<file path="src/rtl/vac_pkg.sv">
package vac_pkg;
    localparam int LANE_W     = 32;
    localparam int LANES      = 4;
    localparam int BYTE_W     = 8;
    localparam int LANE_BYTES = LANE_W / BYTE_W;
    localparam int VEC_W      = LANE_W * LANES;
    localparam int PRED_W     = VEC_W / BYTE_W;
    localparam int FLAG_W     = 4;
    localparam int FLG_N      = 3;
    localparam int FLG_Z      = 2;
    localparam int FLG_C      = 1;
    localparam int FLG_V      = 0;

    typedef enum logic {
        OP_ADD = 1'b0,
        OP_SUB = 1'b1
    } op_e;

    typedef struct packed {
        logic [VEC_W-1:0]  data;
        logic [FLAG_W-1:0] flags;
    } result_t;

    // Flag word carrying only a carry, other flags cleared
    function automatic logic [FLAG_W-1:0] carry_only_flags(input logic c);
        logic [FLAG_W-1:0] f;
        f        = '0;
        f[FLG_C] = c;
        return f;
    endfunction
endpackage

</file>
<file path="src/rtl/vac_lane.sv">
module vac_lane
    import vac_pkg::*;
#(
    parameter int W = LANE_W
) (
    input  logic [W-1:0] a,
    input  logic [W-1:0] b,
    input  op_e          op,
    input  logic         cin,
    output logic [W-1:0] sum,
    output logic         cout
);
    logic [W-1:0] b_eff;
    logic [W:0]   wide;

    always_comb begin
        b_eff = (op == OP_SUB) ? ~b : b;
        wide  = {1'b0, a} + {1'b0, b_eff} + {{W{1'b0}}, cin};
        sum   = wide[W-1:0];
        cout  = wide[W];
    end
endmodule

</file>
<file path="src/rtl/vac_chain.sv">
module vac_chain
    import vac_pkg::*;
#(
    parameter int LW = LANE_W,
    parameter int NL = LANES,
    localparam int VW = LW * NL
) (
    input  logic [VW-1:0] a,
    input  logic [VW-1:0] b,
    input  op_e           op,
    input  logic          cin0,
    input  logic [NL-1:0] act,
    output logic [VW-1:0] res,
    output logic          cfinal
);
    logic [NL:0] carry;

    assign carry[0] = cin0;

    for (genvar i = 0; i < NL; i++) begin : g_lane
        logic co;
        vac_lane #(.W(LW)) u_lane (
            .a   (a[i*LW +: LW]),
            .b   (b[i*LW +: LW]),
            .op  (op),
            .cin (carry[i]),
            .sum (res[i*LW +: LW]),
            .cout(co)
        );
        assign carry[i+1] = act[i] ? co : carry[i];
    end

    assign cfinal = carry[NL];
endmodule

</file>
<file path="src/rtl/vac_merge.sv">
module vac_merge
    import vac_pkg::*;
#(
    parameter int VW = VEC_W,
    parameter int BW = BYTE_W,
    localparam int NB = VW / BW
) (
    input  logic [VW-1:0] fresh,
    input  logic [VW-1:0] old,
    input  logic [NB-1:0] mask,
    output logic [VW-1:0] merged
);
    for (genvar k = 0; k < NB; k++) begin : g_byte
        assign merged[k*BW +: BW] = mask[k] ? fresh[k*BW +: BW] : old[k*BW +: BW];
    end
endmodule

</file>
<file path="src/rtl/vac_flags.sv">
module vac_flags
    import vac_pkg::*;
(
    input  logic [FLAG_W-1:0] flags_in,
    input  op_e               op,
    input  logic              imm_carry,
    input  logic              skip_first,
    input  logic              any_act,
    input  logic              cfinal,
    output logic              cin0,
    output logic [FLAG_W-1:0] flags_next
);
    logic [FLAG_W-1:0] eff;

    always_comb begin
        if (imm_carry && !skip_first)
            eff = carry_only_flags(op == OP_SUB);
        else
            eff = flags_in;
        cin0       = eff[FLG_C];
        flags_next = any_act ? carry_only_flags(cfinal) : eff;
    end
endmodule

</file>
<file path="src/rtl/vac_unit.sv">
module vac_unit
    import vac_pkg::*;
(
    input  logic              clk,
    input  logic              rst,
    input  logic              start,
    input  logic              op_sub,
    input  logic              imm_carry,
    input  logic              skip_first,
    input  logic [VEC_W-1:0]  src_a,
    input  logic [VEC_W-1:0]  src_b,
    input  logic [VEC_W-1:0]  dst_old,
    input  logic [PRED_W-1:0] pred,
    input  logic [FLAG_W-1:0] flags_in,
    output logic [VEC_W-1:0]  dst_out,
    output logic [FLAG_W-1:0] flags_out,
    output logic              valid
);
    op_e              op;
    logic [LANES-1:0] act;
    logic             cin0;
    logic             cfinal;
    logic [VEC_W-1:0] raw;
    result_t          nxt;
    result_t          cur;
    logic             vld_q;

    assign op = op_sub ? OP_SUB : OP_ADD;

    for (genvar i = 0; i < LANES; i++) begin : g_act
        assign act[i] = pred[i*LANE_BYTES];
    end

    vac_flags u_flags (
        .flags_in  (flags_in),
        .op        (op),
        .imm_carry (imm_carry),
        .skip_first(skip_first),
        .any_act   (|act),
        .cfinal    (cfinal),
        .cin0      (cin0),
        .flags_next(nxt.flags)
    );

    vac_chain #(.LW(LANE_W), .NL(LANES)) u_chain (
        .a     (src_a),
        .b     (src_b),
        .op    (op),
        .cin0  (cin0),
        .act   (act),
        .res   (raw),
        .cfinal(cfinal)
    );

    vac_merge #(.VW(VEC_W), .BW(BYTE_W)) u_merge (
        .fresh (raw),
        .old   (dst_old),
        .mask  (pred),
        .merged(nxt.data)
    );

    always_ff @(posedge clk) begin
        if (rst) begin
            cur   <= '0;
            vld_q <= 1'b0;
        end else begin
            vld_q <= start;
            if (start) cur <= nxt;
        end
    end

    assign dst_out   = cur.data;
    assign flags_out = cur.flags;
    assign valid     = vld_q;
endmodule

</file>
<file path="config.mk">
export PLATFORM = sky130hd
export DESIGN_NAME = vac_unit
export DESIGN_NICKNAME = d
export VERILOG_FILES = /design/src/rtl/vac_pkg.sv /design/src/rtl/vac_lane.sv /design/src/rtl/vac_chain.sv /design/src/rtl/vac_merge.sv /design/src/rtl/vac_flags.sv /design/src/rtl/vac_unit.sv
export SDC_FILE = /design/constraint.sdc
export NUM_CORES = 1
export LEC_CHECK = 0
export ABC_AREA = 1
export BUFFER_PORTS_ARGS = -buffer_cell sky130_fd_sc_hd__clkbuf_2
export CAP_MARGIN = 20
export CORE_MARGIN = 2
export CORE_UTILIZATION = 30
export CTS_CLUSTER_SIZE = 16
export DETAILED_ROUTE_END_ITERATION = 12
export PLACE_DENSITY_LB_ADDON = 0.3
export SLEW_MARGIN = 40
export SYNTH_ARGS = -nofsm -noshare
export SYNTH_HDL_FRONTEND = slang
export SYNTH_HIERARCHICAL = 1
export SYNTH_SLANG_ARGS = --single-unit
</file>
<file path="constraint.sdc">
create_clock -name clk -period 12.4 [get_ports clk]
set_input_delay 2.48 -clock clk [delete_from_list [all_inputs] [get_ports clk]]
set_output_delay 2.48 -clock clk [all_outputs]
set_load 0.01 [all_outputs]
</file>
==> out/summary.txt, run 1 <==
status - completed
CP peak stage delay - 0.44 ns
storage element area - 2660 sq um
first-pass GRT wire length - 103000 um
drt initial violations - 1211
hpwl dp - 56100 um
CP max FO - 4
Highest Clock Rate - 88.2 MHz
post-CTS sizing - 0
Synth top cells by count - nand2_1, inv_1, nor2_1, xor2_1, dfxtp_1
share of power burned in registers - 22.5%
clock latency on the worst-skew pair - 0.49 ns
largest cells by area after synthesis - nand2_1, dfxtp_1, inv_1, nor2_1, ha_1
Clk pwr share - 24.7%
vias in the first global route - 20000
crit end category - flop
critical path class - in2reg
largest area contributor in the netlist - nand2_1
final hold vios - 0
Synth Flop Type - dfxtp_1
Layout Nets - 4537
post-route setup slack - 1.06 ns
clk slew on worst S/H paths - 0.07 ns
syn_nets - 4049
Sw Ratio - 46.5%
multi-input logic area - 12700 sq um
CTS Buf Count - 17
Horiz. Die Dim - 251 um
Yosys top cell area share - 32.3%
WL final - 66200 um
total grt overflow - 0
share of cells above drive strength 1 - 17.1%
Port Buf Inserts - 542
post-CTS setup buffers - 0
endpoints failing setup - 0
Final Max Tran Viols - 0
power density cells - 97.6 nW/um^2
Worst R2R Setup Slack - 11.72 ns
vias - 21000
Gate power share - 52.8%
CTS tree - done
initial antenna violation count - 6
normalized max-slew margin - 45.1%
Setup WS pre-CTS - 0.516 ns
site row count - 90
Layout Skew - 0 ns
placed cell area - 21600 sq um
Fillers - 7019
P_sw - 1.01 mW
DRC - 0
area grow syn2layout - 20.7%
core area - 60500 sq um
Via density - 4.38
GRT Util Overall - 20.7%
Top Ports - 543
critical path's slowest cell - fa_1
Setup Total Neg Slack - 0 ns
synth unique cells - 29
final core utilization - 36.6%
Req. time, crit path - 12.82 ns
Post-Place Cells - 4758
CTS sink count - 133
Tmin final - 11.34 ns
Async S/R FF share, synth - 0%
CTS max path bufs - 2
Tcrit/Tclk final - 91.5%
post-route non-filler standard cell count - 4792
DRT Pass-1 Iters - 7
leakage - 14.6 nW
Tightest Hold Check Type - reg2reg
die height - 251 um
max-cap violations - 0
final instance area - 22200 sq um
Synth Cell Area - 18400 sq um
Synth Area per Inst - 5.24 sq um
Yosys warnings - 6
largest net degree at the start of global routing - 98
Seq cells post-synth - 133
Starting Density - 30.4%
hold-fix buffers at CTS - 0
EDFF count, synth - 0
count leader, synth - nand2_1
Max IR drop VDD - 0.000108 V
DR WL/cell - 13.8 um
die area - 63200 sq um
P_int - 1.16 mW
H-tree levels - 4
sequential area share after synthesis - 14.5%
Worst-Margin Slew - 0.824 ns
startpoint types - input port
CTS root buf - clkbuf_16
Routed Antenna Nets - 0
RSZ-0062 raised after global routing - no
routability-driven placement congestion ratio - 0.925
arrival time worst endpoint - 11.76 ns
Cells after Synth - 3507
## path summary, 6_finish.rpt
kind                                  start                   endpoint  cells past startpoint
setup / recovery                     op_sub  flags_out[1]$_SDFFE_PP0P_                     60
hold / removal     dst_out[49]$_SDFFE_PP0P_   dst_out[49]$_SDFFE_PP0P_                      2
setup reg to reg  dst_out[108]$_SDFFE_PP0P_  dst_out[108]$_SDFFE_PP0P_                      2
hold reg to reg    dst_out[49]$_SDFFE_PP0P_   dst_out[49]$_SDFFE_PP0P_                      2
## per-layer routing
metal,GRT usage [%],up-vias,wire (um)
li1,-,11200,-
met1,25.8,9108,29800
met2,36.0,547,30800
met3,4.59,71,4280
met4,5.58,6,1280
met5,0,-,37
## worst max-delay path, delay by kind of cell
kind,cells,cell delay [ns]
compound gates,8,1.45
buf+inv,13,1.08
simple gates,31,3.26
fa+ha+maj,8,3.43
## sequential cells by signal, indices dropped and copies added (netlist names)
signal	count
dst_out	128
flags_out	4
valid	1
## layout make-up
cell class / instances / share of cell area (%)
Clock inverter: 14 / 0.621
Antenna cell: 2 / 0.0226
Clock buffer: 18 / 1.98
Multi-Input combinational cell: 2647 / 57.4
Inverter: 648 / 11.0
Timing Repair Buffer: 548 / 12.6
Tap cell: 782 / 4.42
Sequential cell: 133 / 12.0
## cell families after synthesis
| group | share of synthesized area, % |
|---|---|
| AND/OR/NAND/NOR | 47.8 |
| flip-flops | 14.5 |
| buffers and inverters | 16.2 |
| adder cells (fa/ha/maj) | 9.32 |
| XOR/XNOR | 8.78 |
| AO/OA/AOI/OAI | 3.40 |
## placed cells by master, fill, tap and decap left out, types with 15 or more instances in the layout
cell type / count
nand2_2: 34
nand4_1: 20
inv_1: 618
xor2_1: 172
nor2_2: 15
clkbuf_16: 17
nand3_1: 108
nand2_1: 1581
inv_2: 29
nor2_1: 427
ha_1: 124
a21oi_1: 83
clkbuf_2: 540
dfxtp_1: 133
## power by group through the flow
| stage | Combinational [mW] | Sequential (mW) | Clock (mW) |
|---|---|---|---|
| finish | 1.14 | 0.488 | 0.534 |
| global route | 1.30 | 0.492 | 0.570 |
| CTS | 1.15 | 0.488 | 0.555 |
| detailed placement | 1.14 | 0.497 | 0 |
| global placement | 1.14 | 0.496 | 0 |
| floorplan | 0.775 | 0.512 | 0 |
## through the flow
| stage | hold WS (ns) | total power [mW] |
|---|---|---|
| floorplan | 0.492 | 1.29 |
| global placement | 0.457 | 1.64 |
| detailed placement | 0.463 | 1.64 |
| CTS | 0.472 | 2.19 |
| global route | 0.487 | 2.36 |
| finish | 0.469 | 2.16 |
No activity file was read; power rests on OpenSTA's default activity.
==> run 2: changes to the inputs <==
CORE_UTILIZATION = 40   (was 30)
SKIP_CTS_REPAIR_TIMING = 1   (was default)
==> out/summary.txt, run 2 (synthesis results as in run 1) <==
vias - 21000 (+0.12%)
Layout Nets - 4537 (unchanged)
Tightest Hold Check Type - reg2reg
hpwl dp - 53200 um (-5.2%)
top cell family by delay on the critical path - adder cells
total grt overflow - 0 (unchanged)
clk slew on worst S/H paths - 0.06 ns (about the same)
most frequent cells in the layout - nand2_1, inv_1, clkbuf_2
CP peak stage delay - 0.45 ns (about the same)
status - completed
Top Ports - 543 (unchanged)
Setup Total Neg Slack - 0 ns (unchanged)
max FFs per register - 128 (unchanged)
Via density - 4.55 (+4.0%)
core area - 45400 sq um (-25%)
Worst-Margin Slew - 0.823 ns (-0.000812 ns)
leakage - 14.6 nW (about the same)
site row count - 78 (-13%)
share of cells above drive strength 1 - 17.0% (-0.025 points)
area grow syn2layout - 19.5%
clock latency on the worst-skew pair - 0.48 ns (about the same)
Starting Density - 40.5% (+10 points)
crit end category - flop
final core utilization - 48.4% (+12 points)
power density cells - 98.7 nW/um^2 (+1.1%)
CTS root buf - clkbuf_16
CTS max path bufs - 2 (unchanged)
routability-driven placement congestion ratio - 0.993 (+7.4%)
normalized max-slew margin - 45.1% (+0.054 points)
startpoint types - input port
max-cap violations - 0 (unchanged)
Routed Antenna Nets - 0 (unchanged)
Tmin final - 11.15 ns (-0.195 ns)
Max IR drop VDD - 0.0000852 V (-21%)
RSZ-0062 raised after global routing - no
final hold vios - 0 (unchanged)
H-tree levels - 4 (unchanged)
Layout Skew - 0 ns (unchanged)
DRC - 0 (unchanged)
Fillers - 5182 (-26%)
final instance area - 22000 sq um (-0.93%)
Worst Path Buf+Inv - 13 (unchanged)
WL final - 63100 um (-4.8%)
critical path's slowest cell - fa_1
critical path class - in2reg
most common library cell in the layout ignoring fill and taps - nand2_1
Final Max Tran Viols - 0 (unchanged)
Port Buf Inserts - 542 (unchanged)
Min Hold Slack - 0.468 ns (-0.000438 ns)
Highest Clock Rate - 89.7 MHz (+1.7%)
die area - 47600 sq um (-25%)
CP max FO - 35 (+31)
CTS tree - done
DRT Pass-1 Iters - 8 (+1)
CTS sink count - 133 (unchanged)
arrival time worst endpoint - 11.56 ns (-0.20 ns)
endpoints failing setup - 0 (unchanged)
largest net degree at the start of global routing - 121 (+23%)
initial antenna violation count - 4 (-2)
drt initial violations - 1228 (+1.4%)
GRT Util Overall - 26.2% (+5.5 points)
Tcrit/Tclk final - 89.9% (-1.6 points)
placed cell area - 21300 sq um (-1.1%)
Horiz. Die Dim - 218 um (-13%)
storage element area - 2660 sq um (unchanged)
DR WL/cell - 13.7 um (-1.0%)
die height - 218 um (-13%)
multi-input logic area - 12700 sq um (unchanged)
Req. time, crit path - 12.82 ns (about the same)
first-pass GRT wire length - 98500 um (-4.7%)
CTS Buf Count - 17 (unchanged)
vias in the first global route - 19500 (-2.8%)
-- run 2: cell count changes in the layout (fill, tap and decap cells not counted), sizes merged --
| cell | previous run | this run |
|---|---|---|
| clkinv | 2 | 4 |
| clkinvlp | 4 | 2 |
| diode | 2 | 4 |
| buf | 8 | 7 |
| bufinv | 1 | 2 |
| clkbuf | 558 | 559 |
| inv | 655 | 654 |
-- run 2: final timing paths --
check	from	slack (ns)	cells past startpoint	endpoint
max	op_sub	1.25	60	flags_out[1]$_SDFFE_PP0P_
min	dst_out[36]$_SDFFE_PP0P_	0.47	2	dst_out[36]$_SDFFE_PP0P_
max reg2reg	dst_out[64]$_SDFFE_PP0P_	11.64	2	dst_out[64]$_SDFFE_PP0P_
min reg2reg	dst_out[36]$_SDFFE_PP0P_	0.47	2	dst_out[36]$_SDFFE_PP0P_
-- run 2: stage by stage --
step                setup WS, ns  instances  power, mW
floorplan                   2.15       3507       1.29
global placement            1.04       4576       1.61
detailed placement         0.666       4576       1.61
CTS                         1.16       4608       2.18
global route               0.175       4609       2.36
finish                      1.25       4612       2.17
-- run 2: layout make-up --
cell class	instances	share of cell area [%]
Antenna cell	4	0.0456
Clock buffer	18	1.95
Clock inverter	14	0.764
Inverter	648	11.1
Multi-Input combinational cell	2647	57.9
Sequential cell	133	12.1
Tap cell	600	3.42
Timing Repair Buffer	548	12.7
-- run 2: worst reg2reg max path, cell delays in order (launching register included) --
cell and delay, ns:
dfxtp_1 0.52, nor2_1 0.07, nor2_1 0.11
-- run 2: layer usage --
layer,GRT usage [%],up-vias,share of wire (%)
met2,45.8,628,47
li1,-,11300,-
met3,5.11,92,6.6
met5,0,-,0
met1,32.2,9001,44
met4,8.59,0,2.7
-- run 2: where the power goes --
group / total [mW] / switching, mW / internal (mW)
Clock: 0.551 / 0.249 / 0.302
Sequential: 0.489 / 0.0225 / 0.466
Combinational: 1.13 / 0.720 / 0.407
==> run 3: changes to the inputs <==
CORE_ASPECT_RATIO = 0.6   (was default)
==> out/summary.txt, run 3 (synthesis results as in run 1) <==
Worst Hold Depth - 2 (unchanged)
CP peak stage delay - 0.46 ns (about the same)
DRC - 0 (unchanged)
Top Ports - 543 (unchanged)
Tightest Hold Check Type - reg2reg
status - completed
share of power burned in registers - 22.1% (-0.4 points)
endpoints failing setup - 0 (unchanged)
CTS max path bufs - 2 (unchanged)
drt initial violations - 1933 (+57%)
most frequent cells in the layout - nand2_1, inv_1, clkbuf_2
Port Buf Inserts - 542 (unchanged)
WL final - 65600 um (+3.9%)
Final Max Tran Viols - 0 (unchanged)
Setup WS pre-CTS - 0.612 ns (-0.0542 ns)
normalized max-slew margin - 52.0% (+6.9 points)
DR WL/cell - 14.2 um (+4.0%)
Hold EP - dst_out[8]$_SDFFE_PP0P_
routability-driven placement congestion ratio - 0.984 (-0.92%)
Routed Antenna Nets - 0 (unchanged)
die area - 47700 sq um (+0.12%)
DRT Pass-1 Iters - 6 (-2)
max FFs per register - 128 (unchanged)
final hold vios - 0 (unchanged)
area grow syn2layout - 19.7%
Worst Hold Launch - dst_out[8]$_SDFFE_PP0P_
GRT Util Overall - 26.6% (+0.38 points)
post-route non-filler standard cell count - 4611 (-0.022%)
Max IR drop VDD - 0.0000877 V (+3.0%)
storage element area - 2660 sq um (unchanged)
Post-Place Cells - 4566 (-0.22%)
Worst-Margin Slew - 0.720 ns (-0.104 ns)
total grt overflow - 0 (unchanged)
Highest Clock Rate - 87.8 MHz (-2.1%)
critical path's slowest cell - fa_1
CTS root buf - clkbuf_16
hpwl dp - 55700 um (+4.7%)
site row count - 60 (-23%)
startpoint types - input port
max-cap violations - 0 (unchanged)
Fillers - 5114 (-1.3%)
Worst R2R Setup Slack - 11.78 ns (+0.14 ns)
worst r2r src - flags_out[0]$_SDFFE_PP0P_
arrival time worst endpoint - 11.76 ns (+0.20 ns)
vias in the first global route - 18800 (-3.6%)
critical path class - in2reg
core area - 45000 sq um (-0.74%)
Tcrit/Tclk final - 91.8% (+1.9 points)
largest net degree at the start of global routing - 100 (-17%)
CTS Buf Count - 17 (unchanged)
Via density - 4.60 (+1.1%)
most common library cell in the layout ignoring fill and taps - nand2_1
vias - 21200 (+1.0%)
Horiz. Die Dim - 281 um (+29%)
Req. time, crit path - 12.77 ns (-0.05 ns)
H-tree levels - 4 (unchanged)
Sw Ratio - 46.9% (+1.2 points)
die height - 170 um (-22%)
RR Endpoint - flags_out[0]$_SDFFE_PP0P_
Clk pwr share - 24.8% (-0.6 points)
Layout Nets - 4538 (+0.022%)
leakage - 14.6 nW (about the same)
power density cells - 99.8 nW/um^2 (+1.2%)
crit end category - flop
clk slew on worst S/H paths - 0.07 ns (about the same)
CTS tree - done
Setup Total Neg Slack - 0 ns (unchanged)
Tmin final - 11.39 ns (+0.239 ns)
Starting Density - 40.8% (+0.30 points)
share of cells above drive strength 1 - 17.1% (+0.046 points)
Gate power share - 53.0% (+1.0 points)
P_int - 1.16 mW (-0.88%)
CTS sink count - 133 (unchanged)
P_sw - 1.03 mW (+3.9%)
RSZ-0062 raised after global routing - no
clock latency on the worst-skew pair - 0.43 ns (-0.05 ns)
initial antenna violation count - 11 (+7)
multi-input logic area - 12700 sq um (unchanged)
R2R depth - 2 (unchanged)
Layout Skew - 0 ns (unchanged)
CP max FO - 4 (-89%)
first-pass GRT wire length - 100000 um (+1.6%)
post-route setup slack - 1.01 ns (-0.239 ns)
-- run 3: cell count changes in the layout (fill, tap and decap cells not counted) --
cell | previous run | this run
diode_2 | 4 | 13
clkinv_8 | 0 | 4
clkinv_4 | 4 | 1
buf_6 | 3 | 4
bufinv_16 | 2 | 1
clkbuf_1 | 1 | 0
inv_8 | 2 | 3
-- run 3: how the worst max path moves through the flow --
stage	startpoint	end	depth (start not counted)	slack [ns]
after floorplan	op_sub	flags_out[1]$_SDFFE_PP0P_	58	2.15
after global placement	op_sub	flags_out[1]$_SDFFE_PP0P_	60	0.79
after detailed placement	op_sub	flags_out[1]$_SDFFE_PP0P_	60	0.61
after CTS	op_sub	flags_out[1]$_SDFFE_PP0P_	60	1.04
after global routing	op_sub	flags_out[1]$_SDFFE_PP0P_	60	0.30
final	op_sub	flags_out[1]$_SDFFE_PP0P_	60	1.01
-- run 3: cell type report --
class,instances,share of cell area (%)
antenna,13,0.148
inverter,648,11.1
tap,589,3.35
multi-input combinational,2647,57.8
clock inverter,15,0.853
clock buffer,17,1.93
sequential,133,12.1
timing repair buffer,549,12.7
-- run 3: power by group through the flow --
stage | Combinational [mW] | Clock (mW) | Sequential (mW)
6_report | 1.16 | 0.545 | 0.486
5_1_grt | 1.31 | 0.574 | 0.491
4_1_cts | 1.15 | 0.557 | 0.486
3_5_place_dp | 1.14 | 0 | 0.496
3_3_place_gp | 1.14 | 0 | 0.494
2_1_floorplan | 0.775 | 0 | 0.512
-- run 3: stage by stage --
| stage | hold WS (ns) | power [mW] | area, sq um | utilization (%) |
|---|---|---|---|---|
| final | 0.471 | 2.20 | 22000 | 48.8 |
| after global routing | 0.489 | 2.38 | 22000 | 48.8 |
| after CTS | 0.473 | 2.19 | 22000 | 48.7 |
| after detailed placement | 0.463 | 1.64 | 21300 | 47.4 |
| after global placement | 0.457 | 1.63 | 21300 | 47.4 |
| after floorplan | 0.492 | 1.29 | 18400 | - |
-- run 3: critical path, delay by kind of cell --
family / cells / cell delay (ns)
AOI/OAI and AO/OA: 8 / 1.52
adders and majority gates: 8 / 3.55
buffers and inverters: 13 / 1.04
and+or+nand+nor: 31 / 3.16
-- run 3: per-layer routing --
metal	share of wire (%)	vias to the layer above	global-route usage, %
met5	0	-	0
met4	2.9	0	8.46
met3	7.5	79	3.65
met2	40	765	39.4
met1	50	9089	39.3
li1	-	11300	-
